--- config.mk ---
export PLATFORM = sky130hd
export DESIGN_NAME = csr_mgr_unit
export DESIGN_NICKNAME = d
export VERILOG_FILES = /design/src/rtl/csr_mgr_pkg.sv /design/src/rtl/csr_mgr_decode.sv /design/src/rtl/csr_mgr_chan.sv /design/src/rtl/csr_mgr_stats.sv /design/src/rtl/csr_mgr_unit.sv
export SDC_FILE = /design/constraint.sdc
export NUM_CORES = 1
export LEC_CHECK = 0
export BUFFER_PORTS_ARGS = -buffer_cell sky130_fd_sc_hd__buf_2
export CORE_ASPECT_RATIO = 1.25
export CORE_MARGIN = 4
export CORE_UTILIZATION = 48
export DETAILED_ROUTE_END_ITERATION = 7
export GPL_ROUTABILITY_DRIVEN = 0
export PLACE_DENSITY_LB_ADDON = 0.15
export SYNTH_ARGS = -nofsm -noshare
export SYNTH_HDL_FRONTEND = slang
export SYNTH_HIERARCHICAL = 1
export SYNTH_SLANG_ARGS = --single-unit
--- constraint.sdc ---
create_clock -name clk -period 4.52 [get_ports clk]
set_clock_uncertainty 0.2 [all_clocks]
set_input_delay 0.678 -clock clk [delete_from_list [all_inputs] [get_ports clk]]
set_output_delay 0.678 -clock clk [all_outputs]
set_load 0.005 [all_outputs]
--- src/rtl/csr_mgr_pkg.sv ---
package csr_mgr_pkg;

  localparam int unsigned NUM_W = 12;

  localparam logic [NUM_W-1:0] NUM_TO_HOST   = 12'h7C0;
  localparam logic [NUM_W-1:0] NUM_STAT_EN   = 12'h7C1;
  localparam logic [NUM_W-1:0] NUM_FROM_HOST = 12'hFC0;
  localparam logic [NUM_W-1:0] NUM_CORE_CNT  = 12'hFC1;
  localparam logic [NUM_W-1:0] NUM_CORE_ID   = 12'hF14;

  typedef enum logic [2:0] {
    SEL_NONE,
    SEL_TO_HOST,
    SEL_FROM_HOST,
    SEL_CORE_ID,
    SEL_CORE_CNT,
    SEL_STAT_EN
  } csr_sel_e;

  // Map a register number onto an internal selector.
  function automatic csr_sel_e csr_lookup(logic [NUM_W-1:0] n);
    csr_sel_e s;
    unique case (n)
      NUM_TO_HOST:   s = SEL_TO_HOST;
      NUM_FROM_HOST: s = SEL_FROM_HOST;
      NUM_CORE_ID:   s = SEL_CORE_ID;
      NUM_CORE_CNT:  s = SEL_CORE_CNT;
      NUM_STAT_EN:   s = SEL_STAT_EN;
      default:       s = SEL_NONE;
    endcase
    return s;
  endfunction

  // Whether the selected register supports the requested direction.
  function automatic logic csr_dir_ok(csr_sel_e s, logic wr);
    logic ok;
    case (s)
      SEL_TO_HOST:   ok = wr;
      SEL_STAT_EN:   ok = 1'b1;
      SEL_FROM_HOST,
      SEL_CORE_ID,
      SEL_CORE_CNT:  ok = !wr;
      default:       ok = 1'b0;
    endcase
    return ok;
  endfunction

endpackage

--- src/rtl/csr_mgr_decode.sv ---
module csr_mgr_decode
  import csr_mgr_pkg::*;
(
  input  logic             req,
  input  logic             wr,
  input  logic [NUM_W-1:0] num,
  output csr_sel_e         sel,
  output logic             legal_rd,
  output logic             legal_wr,
  output logic             err
);

  logic dir_ok;

  always_comb begin
    sel      = csr_lookup(num);
    dir_ok   = csr_dir_ok(sel, wr);
    legal_rd = req && !wr && dir_ok;
    legal_wr = req &&  wr && dir_ok;
    err      = req && !dir_ok;
  end

endmodule

--- src/rtl/csr_mgr_chan.sv ---
module csr_mgr_chan #(
  parameter int unsigned XLEN = 32
) (
  input  logic            deq_req,
  input  logic            enq_req,
  input  logic [XLEN-1:0] enq_data,
  input  logic            inb_valid,
  output logic            inb_ready,
  output logic            outb_valid,
  output logic [XLEN-1:0] outb_data,
  input  logic            outb_ready,
  output logic            stall,
  output logic            deq_fire,
  output logic            enq_fire
);

  always_comb begin
    inb_ready  = deq_req;
    outb_valid = enq_req;
    outb_data  = enq_req ? enq_data : '0;
    deq_fire   = deq_req && inb_valid;
    enq_fire   = enq_req && outb_ready;
    stall      = (deq_req && !inb_valid) || (enq_req && !outb_ready);
  end

endmodule

--- src/rtl/csr_mgr_stats.sv ---
module csr_mgr_stats #(
  parameter int unsigned CNT_W = 32
) (
  input  logic             clk,
  input  logic             rst_n,
  input  logic             en_wr,
  input  logic             en_val,
  input  logic             retire,
  output logic             stat_en,
  output logic [CNT_W-1:0] cyc_count,
  output logic [CNT_W-1:0] ret_count
);

  localparam logic [CNT_W-1:0] ONE = CNT_W'(1);

  function automatic logic [CNT_W-1:0] bump(logic [CNT_W-1:0] v, logic go);
    return go ? v + ONE : v;
  endfunction

  always_ff @(posedge clk or negedge rst_n) begin
    if (!rst_n) begin
      stat_en   <= 1'b0;
      cyc_count <= '0;
      ret_count <= '0;
    end else begin
      if (en_wr) stat_en <= en_val;
      cyc_count <= bump(cyc_count, stat_en);
      ret_count <= bump(ret_count, stat_en && retire);
    end
  end

endmodule

--- src/rtl/csr_mgr_unit.sv ---
module csr_mgr_unit
  import csr_mgr_pkg::*;
#(
  parameter int unsigned XLEN      = 32,
  parameter int unsigned CNT_W     = 32,
  parameter int unsigned CORE_ID   = 0,
  parameter int unsigned NUM_CORES = 1
) (
  input  logic             clk,
  input  logic             rst_n,
  input  logic             csr_req,
  input  logic             csr_wr,
  input  logic [11:0]      csr_num,
  input  logic [XLEN-1:0]  csr_wdata,
  output logic [XLEN-1:0]  csr_rdata,
  output logic             csr_stall,
  output logic             csr_err,
  input  logic             inb_valid,
  input  logic [XLEN-1:0]  inb_data,
  output logic             inb_ready,
  output logic             outb_valid,
  output logic [XLEN-1:0]  outb_data,
  input  logic             outb_ready,
  input  logic             retire,
  output logic             stat_en,
  output logic [CNT_W-1:0] cyc_count,
  output logic [CNT_W-1:0] ret_count
);

  localparam logic [XLEN-1:0] ID_WORD  = XLEN'(CORE_ID);
  localparam logic [XLEN-1:0] CNT_WORD = XLEN'(NUM_CORES);

  csr_sel_e sel;
  logic     legal_rd, legal_wr;
  logic     deq_req, enq_req;
  logic     deq_fire, enq_fire;
  logic     en_wr;

  csr_mgr_decode u_dec (
    .req      (csr_req),
    .wr       (csr_wr),
    .num      (csr_num),
    .sel      (sel),
    .legal_rd (legal_rd),
    .legal_wr (legal_wr),
    .err      (csr_err)
  );

  assign deq_req = legal_rd && (sel == SEL_FROM_HOST);
  assign enq_req = legal_wr && (sel == SEL_TO_HOST);
  assign en_wr   = legal_wr && (sel == SEL_STAT_EN);

  csr_mgr_chan #(.XLEN(XLEN)) u_chan (
    .deq_req    (deq_req),
    .enq_req    (enq_req),
    .enq_data   (csr_wdata),
    .inb_valid  (inb_valid),
    .inb_ready  (inb_ready),
    .outb_valid (outb_valid),
    .outb_data  (outb_data),
    .outb_ready (outb_ready),
    .stall      (csr_stall),
    .deq_fire   (deq_fire),
    .enq_fire   (enq_fire)
  );

  csr_mgr_stats #(.CNT_W(CNT_W)) u_stats (
    .clk       (clk),
    .rst_n     (rst_n),
    .en_wr     (en_wr),
    .en_val    (csr_wdata[0]),
    .retire    (retire),
    .stat_en   (stat_en),
    .cyc_count (cyc_count),
    .ret_count (ret_count)
  );

  // Read-data selection: zero unless a supported read is presented.
  always_comb begin
    csr_rdata = '0;
    if (legal_rd) begin
      case (sel)
        SEL_FROM_HOST: csr_rdata = inb_data;
        SEL_CORE_ID:   csr_rdata = ID_WORD;
        SEL_CORE_CNT:  csr_rdata = CNT_WORD;
        SEL_STAT_EN:   csr_rdata = {{(XLEN-1){1'b0}}, stat_en};
        default:       csr_rdata = '0;
      endcase
    end
  end

endmodule

==> results of run 1 <==
per-layer routing:
layer,up-vias,wire length (um),share of wire [%]
met2,135,5134,52
met5,-,0,0
met4,0,195,2.0
met3,19,695,7.0
met1,1562,3838,39
li1,1616,-,-
per-stage QoR:
stage	area, um2	total power [mW]
2_1_floorplan	3700	0.5989
3_3_place_gp	4806	0.6469
3_5_place_dp	4806	0.6480
4_1_cts	5020	1.164
5_1_grt	5020	1.200
6_report	5020	1.153
registers in the layout, indices dropped and copies added, names as in the netlist:
name and flops:
u_stats/ret_count 32, u_stats/cyc_count 32, u_stats/stat_en 1
path summary, 6_finish.rpt:
path | startpoint | end | depth (start not counted)
setup / recovery | csr_num[3] | csr_stall | 8
hold / removal | u_stats/cyc_count[31]$_DFFE_PN0P_ | u_stats/cyc_count[31]$_DFFE_PN0P_ | 1
setup reg to reg | u_stats/stat_en$_DFFE_PN0P_ | u_stats/cyc_count[21]$_DFFE_PN0P_ | 4
hold reg to reg | u_stats/cyc_count[31]$_DFFE_PN0P_ | u_stats/cyc_count[31]$_DFFE_PN0P_ | 1
max in group asynchronous | rst_n | u_stats/ret_count[9]$_DFFE_PN0P_ | 2
min in group asynchronous | rst_n | u_stats/ret_count[21]$_DFFE_PN0P_ | 1
worst max-delay path, cell delays in order:
cell and delay (ps):
buf_2 90, nand4b_4 160, or3_4 350, a211oi_1 390, and4bb_4 500, inv_1 90
o22ai_2 130, buf_2 130
cell type report:
class,instances,area [um2]
clock buffers,13,178.9
clock inverters,2,35.03
fillers,613,2425
inverters,7,26.28
multi-input cells,262,1954
flip-flops and latches,65,1627
well taps,92,115.1
repair buffers,216,1084
cell usage in the layout, fill, tap and decap left out, drive strengths merged, types with 3 or more instances in the layout:
cell / n
and2: 65
and3: 14
and4: 5
buf: 216
clkbuf: 13
dfrtp: 65
inv: 7
mux2: 3
nand2: 20
nand3: 21
nand4: 25
nor2: 10
nor3: 6
nor4: 7
xnor2: 49
xor2: 13
where the power goes:
part           switching, mW  internal (mW)  total, mW  leakage, nW
logic                 0.0254         0.0289     0.0543         1.86
registers      0.00000000169          0.582      0.582        0.909
clock network          0.206          0.311      0.517        0.112
total                  0.231          0.922       1.15         2.88
==> metrics.txt, run 1 <==
# TYPE chip_impl_metric gauge
chip_impl_metric{name="grt_use_total",unit="%"} 21.40
chip_impl_metric{name="num_antenna_cells",unit=""} 0
chip_impl_info{name="unrepaired_setup_endpoints_after_global_routing",value="false"} 1
chip_impl_metric{name="setup_viol",unit=""} 0
chip_impl_metric{name="syn-mean-instance-area",unit="um2"} 10.66
chip_impl_metric{name="report.final.hold_viol_count",unit=""} 0
chip_impl_metric{name="worst_ir_drop_vdd",unit="uV"} 151.3
chip_impl_metric{name="hold-worst-slack",unit="ps"} 272.0
chip_impl_metric{name="final_antenna_net_count",unit=""} 0
chip_impl_metric{name="ctsHtreeMaxLevel",unit=""} 3
chip_impl_metric{name="cts_inserted_buffers",unit=""} 9
chip_impl_info{name="globalRoute.busiestLayer",value="met2"} 1
chip_impl_metric{name="worstMarginPinSlew",unit="ps"} 1035
chip_impl_metric{name="vias",unit=""} 3332
chip_impl_metric{name="period_share",unit="%"} 75.21
chip_impl_metric{name="grt_first_pass_wirelength",unit="um"} 15900
chip_impl_metric{name="cp_data_required_time",unit="ps"} 3640
chip_impl_metric{name="avgViaCountPerCell",unit=""} 5.072
chip_impl_info{name="run_status",value="completed"} 1
chip_impl_metric{name="tns",unit="ps"} 0
chip_impl_metric{name="die_w",unit="um"} 86.53
chip_impl_metric{name="grt.overflow.total",unit=""} 0
chip_impl_metric{name="longest_clk_path_bufs",unit=""} 2
chip_impl_info{name="cts_root_buf",value="clkbuf_8"} 1
chip_impl_metric{name="synth.cell_area",unit="mm2"} 0.003700
chip_impl_metric{name="timing.reg2reg.setup_slack",unit="ps"} 2030
chip_impl_metric{name="die_area",unit="mm2"} 0.009185
chip_impl_metric{name="synth_cells",unit=""} 347
chip_impl_metric{name="layout-drive-gt1-share",unit="%"} 48.50
chip_impl_metric{name="number_of_violations_reported_at_the_end_of_detailed_routing_iteration_0",unit=""} 83
chip_impl_metric{name="grt.met2_usage",unit="%"} 37.96
chip_impl_metric{name="placement.io_buffers",unit=""} 215
chip_impl_metric{name="drc",unit=""} 0
chip_impl_metric{name="post_cts_hold_buffer_count",unit=""} 0
chip_impl_metric{name="worst-endpoint-arrival",unit="ps"} 2520
chip_impl_metric{name="maxSlewViolCount",unit=""} 0
chip_impl_metric{name="layout.core_utilization",unit="%"} 67.43
chip_impl_metric{name="dp.final_hpwl",unit="um"} 7810
chip_impl_metric{name="detail_route.first_pass.iterations",unit=""} 4
chip_impl_metric{name="placement_rows",unit=""} 35
chip_impl_info{name="worst_setup_path_end_kind",value="output port"} 1
chip_impl_metric{name="place_ws",unit="ps"} 1102
chip_impl_info{name="hold_class",value="reg2reg"} 1
chip_impl_info{name="criticalPathCategory",value="in2out"} 1
chip_impl_metric{name="power_density",unit="mW/mm2"} 229.7
chip_impl_metric{name="design.core.area",unit="mm2"} 0.007445
chip_impl_metric{name="grt.met1_usage",unit="%"} 24.63
chip_impl_metric{name="finalCriticalPeriod",unit="ps"} 3400
chip_impl_metric{name="grt_pass1_vias",unit=""} 3387
chip_impl_metric{name="finalNonFillerCells",unit=""} 657
chip_impl_metric{name="path_max_fanout",unit=""} 34
chip_impl_metric{name="max_freq",unit="MHz"} 294.2
chip_impl_metric{name="detail_route.wl_per_cell",unit="um"} 15.01
chip_impl_metric{name="final_routed_wirelength_across_all_metal_layers",unit="um"} 9864
chip_impl_metric{name="initial_antenna_violation_count",unit=""} 0
chip_impl_metric{name="io_pins",unit=""} 216
chip_impl_metric{name="timing.slew.headroom",unit="%"} 30.39
chip_impl_metric{name="cts.sink_count",unit=""} 65
chip_impl_metric{name="syn_to_final_growth",unit="%"} 35.68
chip_impl_metric{name="die-height",unit="um"} 106.2
chip_impl_info{name="cts_tree",value="built"} 1
chip_impl_metric{name="floorplan.initialDensity",unit="%"} 49.70
chip_impl_metric{name="syn-num-nets",unit=""} 432
chip_impl_metric{name="cts_resized",unit=""} 0
chip_impl_metric{name="final_critical_path_setup_slack",unit="ps"} 1120
chip_impl_metric{name="use_met3",unit="%"} 4.496
chip_impl_metric{name="cellLeakagePower",unit="nW"} 2.884
chip_impl_metric{name="clkTransAtPathRegs",unit="ps"} 70
chip_impl_metric{name="latest_clock_arrival_within_the_worst_skew_pair",unit="ps"} 330
chip_impl_metric{name="yosys_warnings",unit=""} 6
chip_impl_metric{name="finalNetCount",unit=""} 646
chip_impl_metric{name="postCtsSetupRepairBufs",unit=""} 0
chip_impl_metric{name="max-cap-violations",unit=""} 0
chip_impl_info{name="critPathLaunchType",value="input port"} 1
chip_impl_metric{name="place.detailed.instances",unit=""} 642
chip_impl_metric{name="grt_max_degree",unit=""} 45
(Power assumes the default switching activity.)
==> inputs of run 2 (changes only) <==
--- a/config.mk
+++ b/config.mk
@@ -5,6 +5,7 @@
 export SDC_FILE = /design/constraint.sdc
 export NUM_CORES = 1
 export LEC_CHECK = 0
+export ABC_AREA = 1
 export BUFFER_PORTS_ARGS = -buffer_cell sky130_fd_sc_hd__buf_2
 export CORE_ASPECT_RATIO = 1.25
 export CORE_MARGIN = 4
==> constraint.sdc (replaced) <==
create_clock -name clk -period 3.4 [get_ports clk]
set_clock_uncertainty 0.2 [all_clocks]
set_input_delay 0.51 -clock clk [delete_from_list [all_inputs] [get_ports clk]]
set_output_delay 0.51 -clock clk [all_outputs]
set_load 0.005 [all_outputs]
==> run 2 against run 1 <==
  * First-iteration DRC count grew to 2.7 times the previous value
  * Non-clock buffer count is 5 higher
  * Flip-flop and latch count stayed put
  * Critical path type unchanged
  * Critical endpoint is now csr_rdata[28]
  * Final cell count is 53% higher
  * Largest cell class unchanged
  * Sequential share of layout area is 5.6 points lower
==> metrics.txt, run 2 <==
# TYPE chip_impl_metric gauge
chip_impl_metric{name="num_antenna_cells",unit=""} 0
chip_impl_info{name="hold_class",value="in2reg"} 1
chip_impl_info{name="regToRegStartpoint",value="u_stats/stat_en$_DFFE_PN0P_"} 1
chip_impl_info{name="cp_top_family",value="simple AND/OR/NAND/NOR gates"} 1
chip_impl_metric{name="postCtsSetupRepairBufs",unit=""} 0
chip_impl_metric{name="placement_rows",unit=""} 39
chip_impl_metric{name="grt_use_total",unit="%"} 25.74
chip_impl_info{name="cp_common_cell",value="nand2_2"} 1
chip_impl_metric{name="detailed_place.area",unit="mm2"} 0.005728
chip_impl_info{name="unrepaired_setup_endpoints_after_global_routing",value="false"} 1
chip_impl_metric{name="design.core.area",unit="mm2"} 0.009174
chip_impl_metric{name="layout-drive-gt1-share",unit="%"} 35.72
chip_impl_metric{name="power_density",unit="mW/mm2"} 345.5
chip_impl_metric{name="vias",unit=""} 4823
chip_impl_metric{name="final_antenna_net_count",unit=""} 0
chip_impl_metric{name="finalCriticalPeriod",unit="ps"} 3097
chip_impl_metric{name="finish.instance_area",unit="mm2"} 0.006065
chip_impl_metric{name="period_share",unit="%"} 91.08
chip_impl_metric{name="timing.slew.headroom",unit="%"} 58.54
chip_impl_metric{name="cellLeakagePower",unit="nW"} 3.790
chip_impl_metric{name="max-cap-violations",unit=""} 0
chip_impl_info{name="cts_root_buf",value="clkbuf_16"} 1
chip_impl_metric{name="drc",unit=""} 0
chip_impl_metric{name="syn-mean-instance-area",unit="um2"} 6.974
chip_impl_info{name="crit_slowest_cell",value="buf_4"} 1
chip_impl_info{name="layout_common_cells",value="buf_2, nand2_1, inv_1"} 1
chip_impl_metric{name="latest_clock_arrival_within_the_worst_skew_pair",unit="ps"} 330
chip_impl_metric{name="maxSlewViolCount",unit=""} 0
chip_impl_metric{name="io_pins",unit=""} 216
chip_impl_metric{name="hold-worst-slack",unit="ps"} 246.1
chip_impl_info{name="critPathLaunchType",value="input port"} 1
chip_impl_metric{name="longest_clk_path_bufs",unit=""} 2
chip_impl_metric{name="crit_cells",unit=""} 18
chip_impl_metric{name="worstMarginPinSlew",unit="ps"} 621.9
chip_impl_metric{name="final_routed_wirelength_across_all_metal_layers",unit="um"} 14070
chip_impl_metric{name="yosys_warnings",unit=""} 6
chip_impl_metric{name="dp.final_hpwl",unit="um"} 11500
chip_impl_metric{name="ctsHtreeMaxLevel",unit=""} 3
chip_impl_metric{name="syn-num-nets",unit=""} 737
chip_impl_metric{name="grt_pass1_vias",unit=""} 4728
chip_impl_metric{name="crit_path_buf_inv_count",unit=""} 5
chip_impl_info{name="crit_end",value="csr_rdata[28]"} 1
chip_impl_metric{name="finalNetCount",unit=""} 959
chip_impl_info{name="criticalPathCategory",value="in2out"} 1
chip_impl_metric{name="die-height",unit="um"} 116.8
chip_impl_info{name="critical_path.cell_chain",value="buf_2 > inv_1 > nand2_1 > nor2_1 > nand2_1 > nand2_1 > nand2_2 > nand2_2 > nand2_2 > nand2_2 > nand2_2 > a21oi_1 > inv_1 > nor2_2 > nand2_4 > buf_4 > nor2_2 > buf_2"} 1
chip_impl_info{name="mostFrequentLayoutCell",value="buf_2"} 1
chip_impl_metric{name="clkTransAtPathRegs",unit="ps"} 50
chip_impl_metric{name="reg2reg_path_depth",unit=""} 7
chip_impl_metric{name="synth_cells",unit=""} 652
chip_impl_metric{name="grt_max_degree",unit=""} 33
chip_impl_metric{name="number_of_violations_reported_at_the_end_of_detailed_routing_iteration_0",unit=""} 224
chip_impl_info{name="reg_top3",value="u_stats/cyc_count x32, u_stats/ret_count x32, u_stats/stat_en x1"} 1
chip_impl_metric{name="timing.reg2reg.setup_slack",unit="ps"} 1310
chip_impl_metric{name="synth.cell_area",unit="mm2"} 0.004547
chip_impl_metric{name="detail_route.wl_per_cell",unit="um"} 14.04
chip_impl_metric{name="placement.io_buffers",unit=""} 215
chip_impl_metric{name="cts_inserted_buffers",unit=""} 9
chip_impl_info{name="run_status",value="completed"} 1
chip_impl_metric{name="worst_ir_drop_vdd",unit="uV"} 283.6
chip_impl_metric{name="path_max_fanout",unit=""} 13
chip_impl_metric{name="initial_antenna_violation_count",unit=""} 0
chip_impl_metric{name="syn_to_final_growth",unit="%"} 33.38
chip_impl_metric{name="worst-endpoint-arrival",unit="ps"} 2390
chip_impl_info{name="worst_setup_path_end_kind",value="output port"} 1
chip_impl_metric{name="cts.sink_count",unit=""} 65
chip_impl_metric{name="tns",unit="ps"} 0
chip_impl_info{name="destination_of_the_worst_register_to_register_timing_path",value="u_stats/cyc_count[26]$_DFFE_PN0P_"} 1
chip_impl_metric{name="report.final.hold_viol_count",unit=""} 0
chip_impl_metric{name="cp_data_required_time",unit="ps"} 2690
chip_impl_metric{name="die_w",unit="um"} 95.05
chip_impl_info{name="cts_tree",value="built"} 1
chip_impl_metric{name="grt_first_pass_wirelength",unit="um"} 22380
chip_impl_metric{name="floorplan.initialDensity",unit="%"} 49.56
chip_impl_metric{name="detail_route.first_pass.iterations",unit=""} 5
chip_impl_metric{name="die_area",unit="mm2"} 0.01110
chip_impl_metric{name="critPathMaxStageDelay",unit="ps"} 240
chip_impl_metric{name="avgViaCountPerCell",unit=""} 4.813
chip_impl_metric{name="setup_viol",unit=""} 0
chip_impl_metric{name="max_freq",unit="MHz"} 322.9
chip_impl_metric{name="grt.overflow.total",unit=""} 0
chip_impl_info{name="critical_path.startpoint",value="csr_num[5]"} 1
run 2: cell count changes in the layout (fill, tap and decap cells not counted), moves of 22 or more:
cell     previous run  this run
nand2_1            20       173
inv_1               7       142
nor2_2              0        52
nor2_1             10        58
and2_1             43         0
xnor2_1            49        15
and2_2             22         0
run 2: metal layers:
metal	global-route usage (%)	share of wire (%)	vias up
met3	4.731	7.2	16
li1	-	-	2380
met1	31.30	41	2253
met2	46.19	51	174
met5	0	0	-
met4	7.700	1.1	0
run 2: worst min-delay path by stage:
stage                                 startpoint                           endpoint  cells past startpoint
6_report                            csr_wdata[0]        u_stats/stat_en$_DFFE_PN0P_                      3
4_1_cts                             csr_wdata[0]        u_stats/stat_en$_DFFE_PN0P_                      3
3_3_place_gp   u_stats/ret_count[31]$_DFFE_PN0P_  u_stats/ret_count[31]$_DFFE_PN0P_                      2
5_1_grt                             csr_wdata[0]        u_stats/stat_en$_DFFE_PN0P_                      3
3_5_place_dp   u_stats/ret_count[31]$_DFFE_PN0P_  u_stats/ret_count[31]$_DFFE_PN0P_                      2
2_1_floorplan                              rst_n   u_stats/cyc_count[0]$_DFFE_PN0P_                      0
run 2: what timing repair did:
| action | in CTS | in global routing |
|---|---|---|
| hold buffers | 1 | 0 |
| hold endpoints to repair | 21 | 0 |
| endpoints found under the setup margin | 0 | 9 |
| gates resized for setup | 0 | 1 |
run 2: stage by stage:
| stage | total power, mW | std cells | setup slack (ps) | utilization (%) |
|---|---|---|---|---|
| after global routing | 2.188 | 1002 | 26.73 | 66.11 |
| final | 2.095 | 1002 | 303.3 | 66.11 |
| after detailed placement | 1.117 | 985 | 262.4 | 62.44 |
| after CTS | 2.114 | 1002 | 260.1 | 66.05 |
| after global placement | 1.110 | 985 | 405.6 | 62.44 |
| after floorplan | 0.9803 | 652 | 805.3 | - |
run 2: layout make-up:
cell class	instances	area, um2
Multi-Input combinational cell	433	2286
Inverter	144	540.5
Fill cell	849	3109
Sequential cell	65	1627
Tap cell	123	153.9
Clock inverter	5	78.83
Clock buffer	11	242.7
Timing Repair Buffer	221	1136
run 2: power breakdown:
part	switching, mW	total (mW)	internal (mW)	leakage, nW
Clock	0.331	0.992	0.660	0.159
Combinational	0.134	0.243	0.109	2.78
Sequential	0.0502	0.861	0.811	0.847
Total	0.516	2.10	1.58	3.79
run 2: worst register-to-register path: stages, from the launching register on:
cell     delay [ps]
dfrtp_1         740
inv_1           290
nor2_1          170
nand3_1         100
nor2_2          240
nand3_1         120
nand2_1          90
nand2_1          50
